$ cat config.mk
export PLATFORM = sky130hd
export DESIGN_NAME = irq_vector_gen
export DESIGN_NICKNAME = d
export VERILOG_FILES = /design/src/rtl/ivg_pkg.sv /design/src/rtl/ivg_ready_flags.sv /design/src/rtl/ivg_prio_enc.sv /design/src/rtl/ivg_vec_adder.sv /design/src/rtl/irq_vector_gen.sv
export SDC_FILE = /design/constraint.sdc
export NUM_CORES = 1
export LEC_CHECK = 0
export ABC_CLOCK_PERIOD_IN_PS = 3580
export BUFFER_PORTS_ARGS = -buffer_cell sky130_fd_sc_hd__buf_2
export CAP_MARGIN = 20
export CELL_PAD_IN_SITES_DETAIL_PLACEMENT = 2
export CELL_PAD_IN_SITES_GLOBAL_PLACEMENT = 2
export CORE_UTILIZATION = 29
export CTS_CLUSTER_SIZE = 28
export DETAILED_ROUTE_END_ITERATION = 8
export PLACE_DENSITY_LB_ADDON = 0.12
export RECOVER_POWER = 50
export SLEW_MARGIN = 40
export SYNTH_ARGS = -nofsm -noshare
export SYNTH_HDL_FRONTEND = slang
export SYNTH_SLANG_ARGS = --single-unit
export TNS_END_PERCENT = 1
$ cat constraint.sdc
create_clock -name clk -period 3.58 [get_ports clk]
set_input_delay 0.716 -clock clk [delete_from_list [all_inputs] [get_ports clk]]
set_output_delay 0.716 -clock clk [all_outputs]
set_load 0.05 [all_outputs]
$ cat src/rtl/ivg_pkg.sv
package ivg_pkg;
   // Word addresses of the register map
   localparam int unsigned REG_VECTOR = 0;
   localparam int unsigned REG_SHIFT  = 1;
   localparam int unsigned REG_STATUS = 2;
   localparam int unsigned REG_EN_LO  = 3;
   localparam int unsigned REG_EN_HI  = 4;
   localparam int unsigned MAP_WORDS  = 5;
endpackage

$ cat src/rtl/ivg_ready_flags.sv
module ivg_ready_flags #(
   parameter int unsigned NUM_CH = 16
) (
   input  logic              clk,
   input  logic              rst_n,
   input  logic [NUM_CH-1:0] set_i,
   input  logic [NUM_CH-1:0] clr_i,
   output logic [NUM_CH-1:0] flags_o
);
   for (genvar ch = 0; ch < NUM_CH; ch++) begin : g_flag
      logic flag_q;
      always_ff @(posedge clk) begin
         if (!rst_n)          flag_q <= 1'b0;
         else if (set_i[ch])  flag_q <= 1'b1;
         else if (clr_i[ch])  flag_q <= 1'b0;
      end
      assign flags_o[ch] = flag_q;

      AST_SET_WINS: assert property (@(posedge clk) disable iff (!rst_n)
         set_i[ch] |=> flags_o[ch]);
      AST_CLEAR_TAKES: assert property (@(posedge clk) disable iff (!rst_n)
         (clr_i[ch] && !set_i[ch]) |=> !flags_o[ch]);
   end
endmodule

$ cat src/rtl/ivg_prio_enc.sv
module ivg_prio_enc #(
   parameter int unsigned NUM_CH   = 16,
   parameter int unsigned IDX_W    = 4,
   parameter int unsigned ENC_ARCH = 0   // 0: descending scan, 1: isolate lowest one
) (
   input  logic [NUM_CH-1:0] req_i,
   output logic [IDX_W-1:0]  idx_o,
   output logic              valid_o
);
   assign valid_o = |req_i;

   if (ENC_ARCH == 0) begin : g_scan
      always_comb begin
         idx_o = '0;
         for (int i = NUM_CH - 1; i >= 0; i--) begin
            if (req_i[i]) idx_o = IDX_W'(i);
         end
      end
   end else begin : g_isolate
      logic [NUM_CH-1:0] lowest;
      assign lowest = req_i & (~req_i + NUM_CH'(1));
      always_comb begin
         idx_o = '0;
         for (int b = 0; b < int'(IDX_W); b++) begin
            for (int i = 0; i < int'(NUM_CH); i++) begin
               if (((i >> b) & 1) == 1) idx_o[b] = idx_o[b] | lowest[i];
            end
         end
      end
   end
endmodule

$ cat src/rtl/ivg_vec_adder.sv
module ivg_vec_adder #(
   parameter int unsigned DATA_W  = 32,
   parameter int unsigned IDX_W   = 4,
   parameter int unsigned SHIFT_W = 3
) (
   input  logic [DATA_W-1:0]  base_i,
   input  logic [IDX_W-1:0]   idx_i,
   input  logic [SHIFT_W-1:0] shift_i,
   output logic [DATA_W-1:0]  vec_o
);
   logic [DATA_W-1:0] offset;
   assign offset = DATA_W'(idx_i) << shift_i;
   assign vec_o  = base_i + offset;   // wraps at DATA_W bits
endmodule

$ cat src/rtl/irq_vector_gen.sv
module irq_vector_gen #(
   parameter int unsigned NUM_CH   = 16,
   parameter int unsigned DATA_W   = 32,
   parameter int unsigned ADDR_W   = 3,
   parameter int unsigned SHIFT_W  = 3,
   parameter int unsigned ENC_ARCH = 0
) (
   input  logic              clk,
   input  logic              rst_n,
   input  logic [NUM_CH-1:0] conv_done,
   input  logic              bus_wr_en,
   input  logic              bus_rd_en,
   input  logic [ADDR_W-1:0] bus_addr,
   input  logic [DATA_W-1:0] bus_wdata,
   output logic [DATA_W-1:0] bus_rdata,
   output logic              bus_rvalid,
   output logic              irq
);
   import ivg_pkg::*;

   localparam int unsigned IDX_W   = (NUM_CH > 1) ? $clog2(NUM_CH) : 1;
   localparam int unsigned EN_LO_W = (NUM_CH + 1) / 2;
   localparam int unsigned EN_HI_W = NUM_CH - EN_LO_W;

   if (NUM_CH < 2 || NUM_CH > DATA_W) begin : g_bad_ch
      $error("irq_vector_gen: NUM_CH must lie in 2..DATA_W");
   end
   if ((1 << ADDR_W) < MAP_WORDS) begin : g_bad_addr
      $error("irq_vector_gen: ADDR_W too small for register map");
   end
   if (SHIFT_W < 1 || SHIFT_W > 5) begin : g_bad_shift
      $error("irq_vector_gen: SHIFT_W must lie in 1..5");
   end

   logic [DATA_W-1:0]  base_q;
   logic [SHIFT_W-1:0] shift_q;
   logic [NUM_CH-1:0]  en_q;
   logic [NUM_CH-1:0]  flags;
   logic [NUM_CH-1:0]  clr;
   logic [IDX_W-1:0]   enc_idx;
   logic               enc_valid;
   logic [DATA_W-1:0]  vec;
   logic [DATA_W-1:0]  rd_mux;
   logic [DATA_W-1:0]  rdata_q;
   logic               rvalid_q;

   function automatic logic hit(input logic [ADDR_W-1:0] a, input int unsigned r);
      return a == ADDR_W'(r);
   endfunction

   // Configuration registers
   always_ff @(posedge clk) begin
      if (!rst_n) begin
         base_q  <= '0;
         shift_q <= '0;
         en_q    <= '0;
      end else if (bus_wr_en) begin
         if (hit(bus_addr, REG_VECTOR)) base_q  <= bus_wdata;
         if (hit(bus_addr, REG_SHIFT))  shift_q <= bus_wdata[SHIFT_W-1:0];
         if (hit(bus_addr, REG_EN_LO))  en_q[EN_LO_W-1:0] <= bus_wdata[EN_LO_W-1:0];
         if (hit(bus_addr, REG_EN_HI))  en_q[NUM_CH-1:EN_LO_W] <= bus_wdata[EN_HI_W-1:0];
      end
   end

   assign clr = (bus_wr_en && hit(bus_addr, REG_STATUS)) ? bus_wdata[NUM_CH-1:0] : '0;

   ivg_ready_flags #(.NUM_CH(NUM_CH)) u_flags (
      .clk     (clk),
      .rst_n   (rst_n),
      .set_i   (conv_done),
      .clr_i   (clr),
      .flags_o (flags)
   );

   ivg_prio_enc #(.NUM_CH(NUM_CH), .IDX_W(IDX_W), .ENC_ARCH(ENC_ARCH)) u_enc (
      .req_i   (flags),
      .idx_o   (enc_idx),
      .valid_o (enc_valid)
   );

   ivg_vec_adder #(.DATA_W(DATA_W), .IDX_W(IDX_W), .SHIFT_W(SHIFT_W)) u_add (
      .base_i  (base_q),
      .idx_i   (enc_idx),
      .shift_i (shift_q),
      .vec_o   (vec)
   );

   // Read path: summed vector computed at read time, registered once
   always_comb begin
      rd_mux = '0;
      if (hit(bus_addr, REG_VECTOR)) rd_mux = vec;
      if (hit(bus_addr, REG_SHIFT))  rd_mux = DATA_W'(shift_q);
      if (hit(bus_addr, REG_STATUS)) rd_mux = DATA_W'(flags);
      if (hit(bus_addr, REG_EN_LO))  rd_mux = DATA_W'(en_q[EN_LO_W-1:0]);
      if (hit(bus_addr, REG_EN_HI))  rd_mux = DATA_W'(en_q[NUM_CH-1:EN_LO_W]);
   end

   always_ff @(posedge clk) begin
      if (!rst_n) begin
         rdata_q  <= '0;
         rvalid_q <= 1'b0;
      end else begin
         rvalid_q <= bus_rd_en;
         if (bus_rd_en) rdata_q <= rd_mux;
      end
   end

   assign bus_rdata  = rdata_q;
   assign bus_rvalid = rvalid_q;
   assign irq        = |(flags & en_q);

   AST_READ_LATENCY: assert property (@(posedge clk) disable iff (!rst_n)
      bus_rd_en |=> bus_rvalid);
   AST_RDATA_HOLDS: assert property (@(posedge clk) disable iff (!rst_n)
      !$past(bus_rd_en) |-> $stable(bus_rdata));
   AST_EMPTY_PASSES_BASE: assert property (@(posedge clk) disable iff (!rst_n)
      !enc_valid |-> (vec == base_q));
   AST_ENC_PICKS_SET: assert property (@(posedge clk) disable iff (!rst_n)
      enc_valid |-> flags[enc_idx]);
   AST_ENC_NONE_LOWER: assert property (@(posedge clk) disable iff (!rst_n)
      enc_valid |-> ((flags & ((NUM_CH'(1) << enc_idx) - NUM_CH'(1))) == '0));
   AST_IRQ_NEEDS_ENABLE: assert property (@(posedge clk) disable iff (!rst_n)
      irq |-> (|en_q));
endmodule

==> impl_metrics.prom <==
# TYPE chip_impl_metric gauge
chip_impl_info{name="run_status",value="finished with violations"} 1
chip_impl_info{name="failed_checks",value="negative setup slack"} 1
chip_impl_metric{name="hpwlAfterDp",unit="um"} 16200
chip_impl_metric{name="timing_worst_slew_pin_value",unit="ns"} 1.11
chip_impl_info{name="yosys_top_cell_by_area",value="sky130_fd_sc_hd__dfxtp_1"} 1
chip_impl_info{name="critPathLaunch",value="u_flags.g_flag[6].flag_q"} 1
chip_impl_metric{name="yosys.area_share.xor_xnor",unit="%"} 3.16
chip_impl_metric{name="ys_seq_elements",unit=""} 100
chip_impl_metric{name="cap_viol_max_count",unit=""} 0
chip_impl_metric{name="setup_slack",unit="ns"} -0.0662
chip_impl_metric{name="synth_nets",unit=""} 750
chip_impl_metric{name="holdWs",unit="ns"} 0.456
chip_impl_metric{name="post_synth_instance_area",unit="um^2"} 5260
chip_impl_info{name="critical_path.endpoint",value="bus_rdata[26]"} 1
chip_impl_info{name="rr_endpoint",value="bus_rdata[26]"} 1
chip_impl_info{name="dominantRegCellSynth",value="sky130_fd_sc_hd__dfxtp_1"} 1
chip_impl_metric{name="peakVddDrop",unit="uV"} 208
chip_impl_metric{name="synth_compound_area_share",unit="%"} 23.6
chip_impl_metric{name="power.switching_fraction",unit="%"} 28.9
chip_impl_metric{name="fin_tns_setup",unit="ns"} -0.142
chip_impl_metric{name="design.die.area",unit="um^2"} 18700
chip_impl_metric{name="ant_nets",unit=""} 0
chip_impl_metric{name="cp_data_arrival_time",unit="ns"} 3.88
chip_impl_metric{name="synth_fa_ha_area_share",unit="%"} 3.23
chip_impl_info{name="critical_path.reg2reg.startpoint",value="u_flags.g_flag[6].flag_q"} 1
chip_impl_metric{name="num_rows",unit=""} 48
chip_impl_metric{name="pwr-share-comb",unit="%"} 14.5
chip_impl_metric{name="reg2regPathDepth",unit=""} 17
chip_impl_metric{name="synth_cell_types",unit=""} 64
chip_impl_metric{name="syn-instance-count",unit=""} 682
chip_impl_info{name="dominant_cell_by_count_in_the_synthesized_netlist",value="sky130_fd_sc_hd__nand2_1"} 1
chip_impl_metric{name="share_of_power_burned_in_the_clock_network",unit="%"} 38.1
chip_impl_info{name="synth_top_family_by_area",value="simple AND/OR/NAND/NOR gates"} 1
chip_impl_metric{name="ctsHtreeMaxLevel",unit=""} 3
chip_impl_metric{name="multiplexer_area_fraction_after_synthesis",unit="%"} 3.57
chip_impl_metric{name="clkLatencyLatePin",unit="ns"} 0.35
chip_impl_metric{name="hold_viol",unit=""} 0
chip_impl_metric{name="clk_pin_slew",unit="ns"} 0.07
chip_impl_metric{name="postSynth.asyncResetShare",unit="%"} 0
chip_impl_metric{name="yosys.area_share.simple",unit="%"} 24.6
chip_impl_metric{name="antenna_diodes",unit=""} 0
chip_impl_metric{name="synthToLayoutAreaGrowth",unit="%"} 29.2
chip_impl_metric{name="timing.final.setup_violations",unit=""} 4
chip_impl_metric{name="ctsLongestPathBuffers",unit=""} 2
chip_impl_metric{name="die_width",unit="um"} 137
chip_impl_metric{name="tritoncts.num_buffers",unit=""} 9
chip_impl_metric{name="slew_violations",unit=""} 0
chip_impl_metric{name="final_layout_size_suffix_gt1_share",unit="%"} 22.9
chip_impl_info{name="kind_of_start_point_of_the_critical_path",value="register"} 1
chip_impl_info{name="cts_tree",value="done"} 1
chip_impl_metric{name="cts_hold_buf",unit=""} 0
chip_impl_info{name="cell_at_the_root_of_the_clock_tree",value="sky130_fd_sc_hd__clkbuf_16"} 1
chip_impl_metric{name="drt-pass1-iter-count",unit=""} 4
chip_impl_metric{name="layout_worst_path_cycle_share",unit="%"} 102
chip_impl_metric{name="detail_route.vias_per_cell",unit=""} 5.35
chip_impl_metric{name="grt_max_degree",unit=""} 50
chip_impl_metric{name="power_report.internal_total",unit="uW"} 1780
chip_impl_metric{name="slew-limit-headroom",unit="%"} 26.3
chip_impl_info{name="ys_top_cells_by_area",value="sky130_fd_sc_hd__dfxtp_1 (38%), sky130_fd_sc_hd__nand2_1 (11%), sky130_fd_sc_hd__a21oi_1 (8.6%), sky130_fd_sc_hd__nor2_1 (3.6%), sky130_fd_sc_hd__ha_1 (2.9%)"} 1
chip_impl_metric{name="drc_errors",unit=""} 0
chip_impl_metric{name="worstPathRequired",unit="ns"} 3.82
chip_impl_info{name="criticalPathCategory",value="reg2reg"} 1
chip_impl_metric{name="postSynthAreaPerCell",unit="um^2"} 7.72
chip_impl_metric{name="power_switching",unit="uW"} 722
chip_impl_metric{name="pin_count",unit=""} 89
chip_impl_metric{name="first_global_vias",unit=""} 5967
chip_impl_metric{name="synth.top_cell.area_share",unit="%"} 38.0
chip_impl_metric{name="num-nets-final",unit=""} 875
chip_impl_metric{name="num_vias",unit=""} 5547
chip_impl_metric{name="yosysSeqAreaShare",unit="%"} 38.0
chip_impl_info{name="worst_hold_path_type",value="reg2reg"} 1
chip_impl_metric{name="cellPowerDensity",unit="nW/um^2"} 368
chip_impl_metric{name="global_route_wire_length_before_repair",unit="um"} 33600
chip_impl_metric{name="post_drt_wl_per_cell",unit="um"} 21.3
chip_impl_metric{name="synth.yosys.warnings",unit=""} 0
chip_impl_info{name="cp-end-kind",value="register"} 1
chip_impl_metric{name="finalClockSkew",unit="ns"} 0.00916
chip_impl_metric{name="io_buffer_count",unit=""} 88
chip_impl_metric{name="gp_congestion",unit=""} 0.839
chip_impl_metric{name="detailedRoute.firstIterationViolations",unit=""} 212
chip_impl_metric{name="r2r_setup_slack",unit="ns"} -0.07
chip_impl_info{name="synth_common_cells",value="sky130_fd_sc_hd__nand2_1 (157), sky130_fd_sc_hd__dfxtp_1 (100), sky130_fd_sc_hd__a21oi_1 (90)"} 1
chip_impl_metric{name="final.min_clock_period",unit="ns"} 3.65
chip_impl_metric{name="grt.overflow.total",unit=""} 0
chip_impl_metric{name="cp_max_fo",unit=""} 4
chip_impl_metric{name="tritoncts_num_sinks",unit=""} 100
chip_impl_metric{name="floorplan.die.height",unit="um"} 137
chip_impl_metric{name="achievable-frequency",unit="MHz"} 274
chip_impl_metric{name="p_seq_share",unit="%"} 47.4
chip_impl_metric{name="postRouteWirelength",unit="um"} 22000
chip_impl_metric{name="grt_util_all_layers",unit="%"} 24.1
chip_impl_metric{name="antenna_found_initial",unit=""} 0
chip_impl_metric{name="synth_enable_flop_cells",unit=""} 0
chip_impl_metric{name="fin_util",unit="%"} 38.8
chip_impl_info{name="rsz0062_at_grt",value="yes"} 1
chip_impl_metric{name="power.static_leakage",unit="uW"} 0.00248
chip_impl_metric{name="floorplan.core_area",unit="um^2"} 17500
chip_impl_metric{name="initial_core_util",unit="%"} 30.0
placed cells by master, fill, tap and decap left out, types with 5 or more instances in the layout:
cell type | Yosys | routed
sky130_fd_sc_hd__a21o_1 | 5 | 5
sky130_fd_sc_hd__a21oi_1 | 90 | 87
sky130_fd_sc_hd__a221oi_1 | 5 | 5
sky130_fd_sc_hd__a22o_1 | 11 | 11
sky130_fd_sc_hd__and2_1 | 4 | 5
sky130_fd_sc_hd__and3_1 | 9 | 9
sky130_fd_sc_hd__buf_2 | 0 | 55
sky130_fd_sc_hd__buf_4 | 1 | 58
sky130_fd_sc_hd__clkbuf_1 | 36 | 35
sky130_fd_sc_hd__clkbuf_16 | 0 | 9
sky130_fd_sc_hd__dfxtp_1 | 100 | 93
sky130_fd_sc_hd__dfxtp_2 | 0 | 6
sky130_fd_sc_hd__ha_1 | 12 | 7
sky130_fd_sc_hd__inv_1 | 12 | 13
sky130_fd_sc_hd__mux2i_1 | 12 | 11
sky130_fd_sc_hd__nand2_1 | 157 | 155
sky130_fd_sc_hd__nand2b_1 | 8 | 7
sky130_fd_sc_hd__nand3_1 | 11 | 11
sky130_fd_sc_hd__nor2_1 | 51 | 50
sky130_fd_sc_hd__nor2b_1 | 8 | 7
sky130_fd_sc_hd__nor3_1 | 14 | 10
sky130_fd_sc_hd__nor4_1 | 7 | 6
sky130_fd_sc_hd__o211ai_1 | 5 | 5
sky130_fd_sc_hd__o21ai_0 | 30 | 22
sky130_fd_sc_hd__o21ai_1 | 0 | 8
sky130_fd_sc_hd__xnor2_1 | 16 | 15
power groups by stage:
stage          sequential (uW)  clock, uW  combinational, uW
6_report                  1180        953                363
3_3_place_gp              1200          0                328
4_1_cts                   1180        981                350
5_1_grt                   1190       1020                390
2_1_floorplan             1210          0                156
3_5_place_dp              1210          0                337
logic make-up after synthesis:
| kind of cell | Yosys count |
|---|---|
| mux | 16 |
| xor+xnor | 19 |
| compound gates | 192 |
| buf+inv | 52 |
| fa+ha+maj | 13 |
| flops | 100 |
| simple gates | 290 |
per-stage QoR:
stage | instances | power (uW) | setup WS (ns) | area (um^2)
after floorplan | 682 | 1370 | 0.209 | 5260
after global placement | 1014 | 1530 | -0.101 | 6280
after detailed placement | 1014 | 1540 | -0.200 | 6280
after CTS | 1034 | 2510 | -0.0263 | 6680
after global routing | 1036 | 2600 | -0.275 | 6800
final | 1036 | 2500 | -0.0662 | 6800
sequential cells by signal, summed over array words and instances, names as in the netlist:
signal,count
base_q,32
bus_rvalid,1
shift_q,3
en_q,16
u_flags.g_flag.flag_q,16
bus_rdata,32
per-layer routing:
layer | track usage, % | wire length [um]
met5 | 0 | 0
met4 | 5.86 | 306
met3 | 3.56 | 673
met2 | 39.5 | 10400
met1 | 33.1 | 10600
final cells by class:
cell class / instances / area [um^2]
Multi-Input combinational cell: 530 / 3280
Clock buffer: 12 / 246
Timing Repair Buffer: 153 / 910
Inverter: 13 / 48.8
Clock inverter: 3 / 23.8
Fill cell: 2033 / 10700
Tap cell: 225 / 282
Sequential cell: 100 / 2010
how the worst min path moves through the flow:
stage / from / to / cells after the start
3_3_place_gp: bus_rdata[18] / bus_rdata[18] / 2
2_1_floorplan: base_q[0] / base_q[0] / 2
6_report: bus_rdata[18] / bus_rdata[18] / 2
4_1_cts: bus_rdata[17] / bus_rdata[17] / 2
3_5_place_dp: bus_rdata[17] / bus_rdata[17] / 2
5_1_grt: bus_rdata[26] / bus_rdata[26] / 2
critical path, cell delays in order, from the launching register on:
cell and delay, ns:
sky130_fd_sc_hd__dfxtp_2 0.35, sky130_fd_sc_hd__or4_4 0.56, sky130_fd_sc_hd__buf_6 0.15, sky130_fd_sc_hd__a21o_1 0.18
sky130_fd_sc_hd__nand2_2 0.09, sky130_fd_sc_hd__nor2_2 0.04, sky130_fd_sc_hd__nor3_2 0.23, sky130_fd_sc_hd__a211oi_2 0.09
sky130_fd_sc_hd__ha_1 0.38, sky130_fd_sc_hd__buf_6 0.13, sky130_fd_sc_hd__nand2b_4 0.06, sky130_fd_sc_hd__a21oi_4 0.18
sky130_fd_sc_hd__o211ai_1 0.24, sky130_fd_sc_hd__buf_4 0.22, sky130_fd_sc_hd__a2111oi_4 0.28, sky130_fd_sc_hd__buf_4 0.18
sky130_fd_sc_hd__xnor2_2 0.10, sky130_fd_sc_hd__o21ai_1 0.07
timing repair:
action / 4_1_cts / 5_1_grt
pin swaps: 14 / 21
gates resized for setup: 25 / 41
buffers inserted: 5 / 2
endpoints found under the setup margin: 21 / 24
Power figures use the tool's default switching activity.
